===== src/rtl/cke_rank_pm.sv =====
module cke_rank_pm #(
  parameter int RANKS    = 4,
  parameter int IDLE_W   = 16,
  parameter int XDLY_W   = 8,
  parameter int EXIT_CYC = 4,
  parameter int PKG_W    = 3,
  parameter logic [PKG_W-1:0] PKG_C0 = 3'd0,
  parameter logic [PKG_W-1:0] PKG_C3 = 3'd3,
  parameter logic [PKG_W-1:0] PKG_C6 = 3'd4
) (
  input  logic              clk,
  input  logic              rst_n,
  input  logic              cfg_cke_en,
  input  logic              cfg_dyn_en,
  input  logic              cfg_pchg_mode,
  input  logic [IDLE_W-1:0] cfg_idle_thr,
  input  logic [XDLY_W-1:0] cfg_sr_exit_dly,
  input  logic [PKG_W-1:0]  pkg_state,
  input  logic [RANKS-1:0]  rank_req,
  input  logic [RANKS-1:0]  pchg_done,
  input  logic              ref_req,
  input  logic              ref_done,
  input  logic              susp_req,
  input  logic              flush_done,
  output logic [RANKS-1:0]  cke,
  output logic [RANKS-1:0]  rank_rdy,
  output logic [RANKS-1:0]  pchg_req,
  output logic              ref_ack,
  output logic              sr_active,
  output logic              susp_ack
);

  localparam int WCW = $clog2(EXIT_CYC) + 1;
  localparam int GCW = (XDLY_W > WCW) ? XDLY_W : WCW;

  typedef enum logic [2:0] {
    G_OFF, G_RUN, G_REFW, G_REF, G_SR, G_SREXIT, G_FLUSH, G_SUSP
  } gst_t;

  typedef enum logic [1:0] {R_UP, R_PCHG, R_PD, R_WAKE} rk_t;

  gst_t           g, g_nxt;
  logic [GCW-1:0] gcnt;
  logic [GCW-1:0] sr_lim, wk_lim;
  logic           deep, any_req, rank_active, force_hi, sr_leave, ref_end;

  assign sr_lim      = GCW'(cfg_sr_exit_dly);
  assign wk_lim      = GCW'(EXIT_CYC - 1);
  assign deep        = (pkg_state == PKG_C3) || (pkg_state == PKG_C6);
  assign any_req     = |rank_req;
  assign rank_active = (g == G_RUN) || (g == G_FLUSH);
  assign force_hi    = (g == G_REFW) || (g == G_REF) || (g == G_SREXIT);
  assign sr_leave    = (g == G_SREXIT) && (gcnt == sr_lim);
  assign ref_end     = (g == G_REF) && ref_done;

  assign ref_ack   = (g == G_REF);
  assign sr_active = (g == G_SR) || (g == G_SUSP);
  assign susp_ack  = (g == G_SUSP);

  always_comb begin
    g_nxt = g;
    case (g)
      G_OFF:    if (cfg_cke_en) g_nxt = G_RUN;
      G_RUN: begin
        if (susp_req)              g_nxt = G_FLUSH;
        else if (ref_req)          g_nxt = G_REFW;
        else if (deep && !any_req) g_nxt = G_SR;
      end
      G_REFW:   if (gcnt == wk_lim) g_nxt = G_REF;
      G_REF:    if (ref_done) g_nxt = G_RUN;
      G_SR:     if (any_req || pkg_state == PKG_C0 || susp_req) g_nxt = G_SREXIT;
      G_SREXIT: if (sr_leave) g_nxt = G_RUN;
      G_FLUSH:  if (flush_done) g_nxt = G_SUSP;
      G_SUSP:   if (!susp_req) g_nxt = G_SREXIT;
      default:  g_nxt = G_OFF;
    endcase
  end

  always_ff @(posedge clk or negedge rst_n) begin
    if (!rst_n) begin
      g    <= G_OFF;
      gcnt <= '0;
    end else begin
      g <= g_nxt;
      if (g_nxt != g) gcnt <= '0;
      else if (g == G_REFW || g == G_SREXIT) gcnt <= gcnt + 1'b1;
    end
  end

  for (genvar i = 0; i < RANKS; i++) begin : g_rank
    rk_t              st;
    logic [IDLE_W-1:0] icnt;
    logic [WCW-1:0]    wcnt;

    always_ff @(posedge clk or negedge rst_n) begin
      if (!rst_n) begin
        st   <= R_UP;
        icnt <= '0;
        wcnt <= '0;
      end else if (sr_leave) begin
        st   <= R_UP;
        icnt <= '0;
      end else if (ref_end) begin
        st   <= cfg_dyn_en ? R_PD : R_UP;
        icnt <= '0;
      end else if (rank_active) begin
        case (st)
          R_UP: begin
            if (rank_req[i]) icnt <= '0;
            else if (cfg_dyn_en && icnt >= cfg_idle_thr) begin
              st   <= cfg_pchg_mode ? R_PCHG : R_PD;
              icnt <= '0;
            end else if (~&icnt) icnt <= icnt + 1'b1;
          end
          R_PCHG: begin
            if (rank_req[i]) begin
              st   <= R_UP;
              icnt <= '0;
            end else if (pchg_done[i]) st <= R_PD;
          end
          R_PD: begin
            if (rank_req[i]) begin
              st   <= R_WAKE;
              wcnt <= '0;
            end
          end
          default: begin
            if (wcnt == WCW'(EXIT_CYC - 1)) begin
              st   <= R_UP;
              icnt <= '0;
            end else wcnt <= wcnt + 1'b1;
          end
        endcase
      end
    end

    assign cke[i]      = force_hi || (rank_active && st != R_PD);
    assign rank_rdy[i] = rank_active && st == R_UP;
    assign pchg_req[i] = rank_active && st == R_PCHG;

    AST_WAKE_NOT_READY: assert property (@(posedge clk) disable iff (!rst_n)
      (rank_active && st == R_PD && rank_req[i]) |=> (cke[i] && !rank_rdy[i]));

    AST_PD_AFTER_PCHG: assert property (@(posedge clk) disable iff (!rst_n)
      ($fell(cke[i]) && rank_active && $past(rank_active) && $past(cfg_pchg_mode))
        |-> $past(pchg_done[i]));
  end

  AST_CKE_HELD_OFF: assert property (@(posedge clk) disable iff (!rst_n)
    (cke != '0) |-> ($past(cfg_cke_en) || $past(cke != '0)));

  AST_REF_RANKS_UP: assert property (@(posedge clk) disable iff (!rst_n)
    $rose(ref_ack) |-> $past(&cke));

  AST_SR_ONLY_IDLE: assert property (@(posedge clk) disable iff (!rst_n)
    ($rose(sr_active) && !susp_ack)
      |-> ($past(rank_req) == '0 && ($past(pkg_state) == PKG_C3 || $past(pkg_state) == PKG_C6)));

  AST_SUSP_FLUSHED: assert property (@(posedge clk) disable iff (!rst_n)
    $rose(susp_ack) |-> $past(flush_done));

endmodule


===== config.mk =====
export PLATFORM = sky130hd
export DESIGN_NAME = cke_rank_pm
export DESIGN_NICKNAME = d
export VERILOG_FILES = /design/src/rtl/cke_rank_pm.sv
export SDC_FILE = /design/constraint.sdc
export NUM_CORES = 1
export LEC_CHECK = 0
export ABC_AREA = 1
export BUFFER_PORTS_ARGS = -buffer_cell sky130_fd_sc_hd__buf_2
export CORE_ASPECT_RATIO = 0.9
export CORE_MARGIN = 8
export CORE_UTILIZATION = 63
export DETAILED_ROUTE_END_ITERATION = 8
export GPL_ROUTABILITY_DRIVEN = 0
export PLACE_DENSITY = 0.87
export RECOVER_POWER = 100
export SETUP_SLACK_MARGIN = 0.1
export SLEW_MARGIN = 20
export SYNTH_ARGS = -nofsm -noshare
export SYNTH_HDL_FRONTEND = slang
export SYNTH_SLANG_ARGS = --single-unit

===== constraint.sdc =====
create_clock -name clk -period 3.59 [get_ports clk]
set_input_delay 0.8975 -clock clk [delete_from_list [all_inputs] [get_ports clk]]
set_output_delay 0.8975 -clock clk [all_outputs]
set_load 0.1 [all_outputs]

[Word-level counts from Yosys, hierarchy flattened]
Index checks and enable logic that the tools add are counted.
Operators by class
  bitwise logic cells: 6
  mux-type cells: 103
  magnitude comparators: 4
  equal/unequal tests: 64
  add/sub/neg operators: 9
  reductions and logical operators: 69
Operators with widths (number)
  16-bit 2-to-1 mux: 32
  16-bit case mux with 3 select lines: 4
  2-bit 2-to-1 mux: 38
  16-bit by 1-bit adder with 16-bit output (second input constant): 4
  16-bit greater-or-equal comparator: 4
  4-bit inequality test (second input constant): 16
  16-bit AND reduction: 4
  3-bit 2-to-1 mux: 18
  6-bit AND reduction: 8
  6-bit inequality test (second input constant): 4
  2-bit case mux with 3 select lines: 4
  3-bit case mux with 2 select lines: 4
  3-bit case mux with 8 select lines: 1
  6-bit nonzero test: 4
  3-bit by 2-bit == test with 1-bit output (second input constant): 7
  5-bit inequality test (second input constant): 4
  5-bit AND reduction: 4
  5-bit nonzero test: 4
  1-bit logical AND: 19
  8-bit 2-to-1 mux: 2
  2-bit inequality test (second input constant): 8
  3-bit == test (second input constant): 5
  3-bit by 1-bit adder with 3-bit output (second input constant): 4
  1-bit logical OR: 12
  other kinds (17): 41
Storage, ports and cells
  register bits after elaboration: 95
  output and inout port bits: 15
  bits of input ports: 44

[Longest topological paths before layout]
  word-level depth: 9
  gate-level depth with buffers: 17

[Worst setup path before layout]
No wires, ideal clock.
  path kind: register to output
  from: register g[0]
  to: output sr_active
  setup slack: -656 ps
  arrival time: 3348 ps
  cell stages (with the launch flop): 4
  required time: 2693 ps
  buffers on the path: 0
  cells stage by stage: dfrtp_1 -> inv_2 -> nor3_1 -> or2_2
On the way
  word-level cells in the longest chain between the ends: 2
  elaborated cells on any way between the ends: 3
Ends and longest elaborated chain
  from (decl): line 42  | gst_t g, g_nxt;
  from (signal assigned): line 84  | g <= g_nxt;
  3-bit == test
  via susp_ack: line 30  | output logic susp_ack
  1-bit logical OR: line 57  | assign sr_active = (g == G_SR) || (g == G_SUSP);
  to (decl): line 29  | output logic sr_active,
The timed path passes the listed nets, and every way through them passes these cells.

[Worst setup path in the final report]
  from: register g[2]
  to: output cke[1]
On the way
  word-level cells in the longest chain between the ends: 4
  elaborated cells on any way between the ends: 10
Ends and longest elaborated chain
  3-bit by 2-bit == test with 1-bit output (tied with other cells): line 52  | assign force_hi = (g == G_REFW) || (g == G_REF) || (g == G_SREXIT);
  1-bit logical OR, on equally long branches: line 52, 51
  1-bit logical OR or 1-bit logical AND (tied branches): line 52, 137
  1-bit logical OR *: line 137  | assign cke[i] = force_hi || (rank_active && st != R_PD);
  to (decl): line 25  | output logic [RANKS-1:0] cke,
Mark *: on every way between the ends. The rest lies on a longest branch, timed or not.

==> run_summary.xml <==
<?xml version="1.0" encoding="UTF-8"?>
<metrics>
  <group name="synthesis">
    <metric name="syn-instance-count" unit="">1168</metric>
    <metric name="synth_top_flop_cell" unit="">sky130_fd_sc_hd__dfrtp_1</metric>
    <metric name="synth_cell_types" unit="">46</metric>
    <metric name="synth_nets" unit="">1305</metric>
    <metric name="warning_count_from_the_yosys_run" unit="">0</metric>
    <metric name="async_reset_ff_share" unit="%">100</metric>
    <metric name="synth.yosys.seq_area_share" unit="%">28.4</metric>
    <metric name="synth_edf_count" unit="">0</metric>
    <metric name="ys_ff_latch" unit="">95</metric>
    <metric name="mappedNetlistArea" unit="sq um">8360</metric>
    <metric name="synthesis.area_per_instance" unit="sq um">7.16</metric>
  </group>
  <group name="sta">
    <metric name="fin_clk_skew" unit="ns">0.0108</metric>
    <metric name="report.final.setup_viol" unit="">0</metric>
    <metric name="min_period_over_period" unit="%">91.5</metric>
    <metric name="timing_max_transition_violations_final" unit="">64</metric>
    <metric name="maxSlewHeadroom" unit="%">-7.63</metric>
    <metric name="tightest_slew" unit="ns">1.61</metric>
    <metric name="fmax" unit="MHz">304</metric>
    <metric name="finalCriticalPeriod" unit="ns">3.29</metric>
    <metric name="grt_setup_unrepaired" unit="">false</metric>
    <metric name="worst_slack" unit="ns">0.304</metric>
    <metric name="final_hold_violation_count" unit="">0</metric>
  </group>
  <group name="worst_setup_path">
    <metric name="path_cells" unit="">inv_1, nand3_2, nand2_2, inv_2, o21ai_0, clkbuf_2</metric>
    <metric name="crit_path_end_kind" unit="">primary output</metric>
    <metric name="critPathLaunchType" unit="">flip-flop</metric>
    <metric name="arrival" unit="ns">2.39</metric>
    <metric name="crit_path_max_fanout" unit="">23</metric>
    <metric name="path_class" unit="">flip-flop to primary output</metric>
    <metric name="critical_path_required" unit="ns">2.69</metric>
    <metric name="cp_slowest_stage_delay" unit="ns">0.49</metric>
    <metric name="critical_path.slowest_cell" unit="">sky130_fd_sc_hd__clkbuf_2</metric>
  </group>
  <group name="floorplanning">
    <metric name="start_util" unit="%">63.5</metric>
    <metric name="design.core.area" unit="sq um">13200</metric>
    <metric name="io-pin-count" unit="">59</metric>
    <metric name="die_h" unit="um">125</metric>
    <metric name="die_x" unit="um">137</metric>
    <metric name="fp.dieArea" unit="sq um">17200</metric>
    <metric name="core.rowCount" unit="">40</metric>
  </group>
  <group name="global_routing">
    <metric name="first_global_vias" unit="">7222</metric>
    <metric name="grt_remaining_overflow" unit="">0</metric>
    <metric name="largest_net_degree_at_the_start_of_global_routing" unit="">64</metric>
    <metric name="grt_first_pass_wirelength" unit="um">34100</metric>
    <metric name="antenna_found_initial" unit="">0</metric>
    <metric name="global_route.usage.total" unit="%">24.1</metric>
  </group>
  <group name="routing">
    <metric name="final_routed_wire_length_divided_by_cell_count" unit="um">14.6</metric>
    <metric name="route.vias.total" unit="">7743</metric>
    <metric name="drt-total-wl" unit="um">20300</metric>
    <metric name="route.detailed.drc" unit="">0</metric>
    <metric name="routed_via_density" unit="">5.57</metric>
    <metric name="first_pass_iters" unit="">5</metric>
    <metric name="antenna_violation_net_count_after_detailed_routing" unit="">0</metric>
    <metric name="first_iter_violations" unit="">708</metric>
  </group>
  <group name="cells_and_area">
    <metric name="fillerInstances" unit="">1160</metric>
    <metric name="share_of_post_route_cells_with_drive_strength_above_1" unit="%">9.57</metric>
    <metric name="multi_input_gate_area_in_the_final_layout" unit="sq um">5110</metric>
    <metric name="antenna_cells" unit="">0</metric>
    <metric name="area.sequential" unit="sq um">2380</metric>
    <metric name="layoutNonFillerInstCount" unit="">1390</metric>
    <metric name="fin_nets" unit="">1355</metric>
    <metric name="area_delta_synth_final" unit="%">6.27</metric>
  </group>
  <group name="flow_run">
    <metric name="drv_cap" unit="">1</metric>
  </group>
  <group name="clocking">
    <metric name="numClockSinks" unit="">95</metric>
    <metric name="ctsHtreeMaxLevel" unit="">3</metric>
    <metric name="numCtsBuffers" unit="">9</metric>
    <metric name="worstSkewPairLatency" unit="ns">0.36</metric>
    <metric name="tritoncts" unit="">done</metric>
    <metric name="cts_hold_repair.buffers" unit="">0</metric>
    <metric name="cts_root_buf" unit="">sky130_fd_sc_hd__clkbuf_16</metric>
    <metric name="path_clk_slew" unit="ns">0.07</metric>
    <metric name="cts_max_path_bufs" unit="">2</metric>
    <metric name="cts.repair_timing.setup_buffer_count" unit="">0</metric>
    <metric name="post_cts_resize_count" unit="">0</metric>
  </group>
  <group name="placed_design">
    <metric name="buffers_added_on_ports" unit="">58</metric>
    <metric name="detailedPlacementHpwl" unit="um">15300</metric>
    <metric name="dpl.cell_count" unit="">1375</metric>
    <metric name="place_worst_setup_slack" unit="ns">0.513</metric>
  </group>
  <group name="worst_hold_path">
    <metric name="min_path_type" unit="">flip-flop to flip-flop</metric>
  </group>
  <group name="run_status">
    <metric name="status" unit="">finished, violations left</metric>
    <metric name="failed_checks" unit="">max-capacitance violations, max-slew violations</metric>
  </group>
  <group name="power">
    <metric name="cellPowerDensity" unit="nW/um^2">498</metric>
    <metric name="largest_vdd_supply_drop" unit="mV">0.402</metric>
    <metric name="leakagePower" unit="nW">4.70</metric>
  </group>
</metrics>
==> report_power, final <==
part	switching [mW]	internal (mW)	total, mW
logic	1.52	0.559	2.08
clock network	0.420	0.524	0.943
registers	0.174	1.23	1.40
==> worst max-delay path: cells and delay by family (launching register included) <==
family,cells,cell delay (ns)
and+or+nand+nor,2,0.38
DFF,1,0.42
AOI/OAI and AO/OA,1,0.23
buffers and inverters,3,1.00
==> cell usage in the layout (no fill, tap or decap), types with 14 or more instances in the layout <==
master,instances
sky130_fd_sc_hd__a21oi_1,40
sky130_fd_sc_hd__buf_2,41
sky130_fd_sc_hd__clkbuf_2,14
sky130_fd_sc_hd__dfrtp_1,95
sky130_fd_sc_hd__ha_1,93
sky130_fd_sc_hd__inv_1,155
sky130_fd_sc_hd__nand2_1,312
sky130_fd_sc_hd__nand3_1,89
sky130_fd_sc_hd__nand4_1,26
sky130_fd_sc_hd__nor2_1,103
sky130_fd_sc_hd__nor3_1,24
sky130_fd_sc_hd__o21ai_0,82
sky130_fd_sc_hd__xor2_1,26
==> area by class of cell <==
class / instances / share of cell area, %
well taps: 168 / 2.37
clock buffers: 13 / 3.04
flip-flops and latches: 95 / 26.8
repair buffers: 60 / 3.31
multi-input cells: 892 / 57.5
clock inverters: 2 / 0.169
inverters: 160 / 6.84
==> stage by stage <==
stage	total power, mW	hold WS [ns]	utilization (%)	TNS (ns)	area, sq um
after floorplan	3.16	0.452	-	-2.24	8370
after global routing	4.73	0.499	67.5	0	8880
after detailed placement	3.54	0.478	66.4	0	8740
after CTS	4.51	0.488	68.6	0	9030
final	4.43	0.485	67.5	0	8880
after global placement	3.49	0.468	66.4	0	8740
==> flip-flops by register name (all words and copies together) (netlist names) <==
| signal | cells |
|---|---|
| gcnt | 8 |
| g | 3 |
| g_rank.wcnt | 12 |
| g_rank.icnt | 64 |
| g_rank.st | 8 |
==> cell families after synthesis <==
| group | after synthesis | synth area share [%] |
|---|---|---|
| buffers and inverters | 181 | 9.10 |
| AO/OA/AOI/OAI | 167 | 12.6 |
| multiplexers | 2 | 0.239 |
| adder cells (fa/ha/maj) | 93 | 13.9 |
| XOR/XNOR | 31 | 3.25 |
| AND/OR/NAND/NOR | 599 | 32.5 |
| flip-flops | 95 | 28.4 |
==> Yosys cell counts, types with 2 or more instances <==
cell type | instances | share of area, %
sky130_fd_sc_hd__nand2_1 | 305 | 14
sky130_fd_sc_hd__inv_1 | 153 | 6.9
sky130_fd_sc_hd__nor2_1 | 101 | 4.5
sky130_fd_sc_hd__dfrtp_1 | 95 | 28
sky130_fd_sc_hd__ha_1 | 93 | 14
sky130_fd_sc_hd__nand3_1 | 88 | 5.3
sky130_fd_sc_hd__o21ai_0 | 38 | 2.3
sky130_fd_sc_hd__a21oi_1 | 37 | 2.2
sky130_fd_sc_hd__o21ai_1 | 34 | 2.0
sky130_fd_sc_hd__nand4_1 | 26 | 1.9
sky130_fd_sc_hd__xor2_1 | 26 | 2.7
sky130_fd_sc_hd__nor3_1 | 25 | 1.5
sky130_fd_sc_hd__o21ai_2 | 17 | 1.8
sky130_fd_sc_hd__o22ai_1 | 10 | 0.75
sky130_fd_sc_hd__or2_2 | 10 | 0.75
sky130_fd_sc_hd__nor2_4 | 9 | 1.2
sky130_fd_sc_hd__buf_4 | 8 | 0.72
sky130_fd_sc_hd__nand2_2 | 8 | 0.60
sky130_fd_sc_hd__o21bai_1 | 7 | 0.63
sky130_fd_sc_hd__inv_2 | 6 | 0.27
sky130_fd_sc_hd__nand3_2 | 6 | 0.72
sky130_fd_sc_hd__buf_2 | 5 | 0.30
sky130_fd_sc_hd__buf_6 | 5 | 0.67
sky130_fd_sc_hd__xnor2_1 | 5 | 0.52
sky130_fd_sc_hd__a21o_1 | 4 | 0.36
sky130_fd_sc_hd__nand2_4 | 4 | 0.54
sky130_fd_sc_hd__nor3_2 | 4 | 0.48
sky130_fd_sc_hd__o211ai_1 | 4 | 0.36
sky130_fd_sc_hd__o31ai_4 | 4 | 1.0
sky130_fd_sc_hd__a21oi_2 | 3 | 0.31
sky130_fd_sc_hd__clkbuf_1 | 3 | 0.13
sky130_fd_sc_hd__nor2_2 | 3 | 0.22
sky130_fd_sc_hd__nor4_1 | 3 | 0.22
sky130_fd_sc_hd__o31ai_1 | 3 | 0.27
sky130_fd_sc_hd__a2111oi_0 | 2 | 0.21
sky130_fd_sc_hd__and2_1 | 2 | 0.15
sky130_fd_sc_hd__mux2i_1 | 2 | 0.24
sky130_fd_sc_hd__or2_0 | 2 | 0.15
==> path summary, 6_finish.rpt <==
check	from	endpoint	slack [ns]	cells after the start
max in group asynchronous	rst_n	g_rank[2].wcnt[1]$_DFFE_PN0P_	1.07	2
min	g_rank[3].wcnt[0]$_DFFE_PN0P_	g_rank[3].wcnt[0]$_DFFE_PN0P_	0.49	1
max	g[2]$_DFF_PN0_	cke[1]	0.30	6
min in group asynchronous	rst_n	g_rank[3].icnt[1]$_DFFE_PN0P_	0.95	1
min reg2reg	g_rank[3].wcnt[0]$_DFFE_PN0P_	g_rank[3].wcnt[0]$_DFFE_PN0P_	0.49	1
max reg2reg	g[2]$_DFF_PN0_	g_rank[3].icnt[4]$_DFFE_PN0P_	0.70	10
==> routing by layer <==
metal	global-route usage [%]	up-vias	wire length [um]
li1	-	3917	-
met1	31.5	3537	9110
met2	38.3	238	9430
met4	8.11	0	545
met3	5.64	51	1230
met5	0	-	0
(Power assumes the default switching activity.)
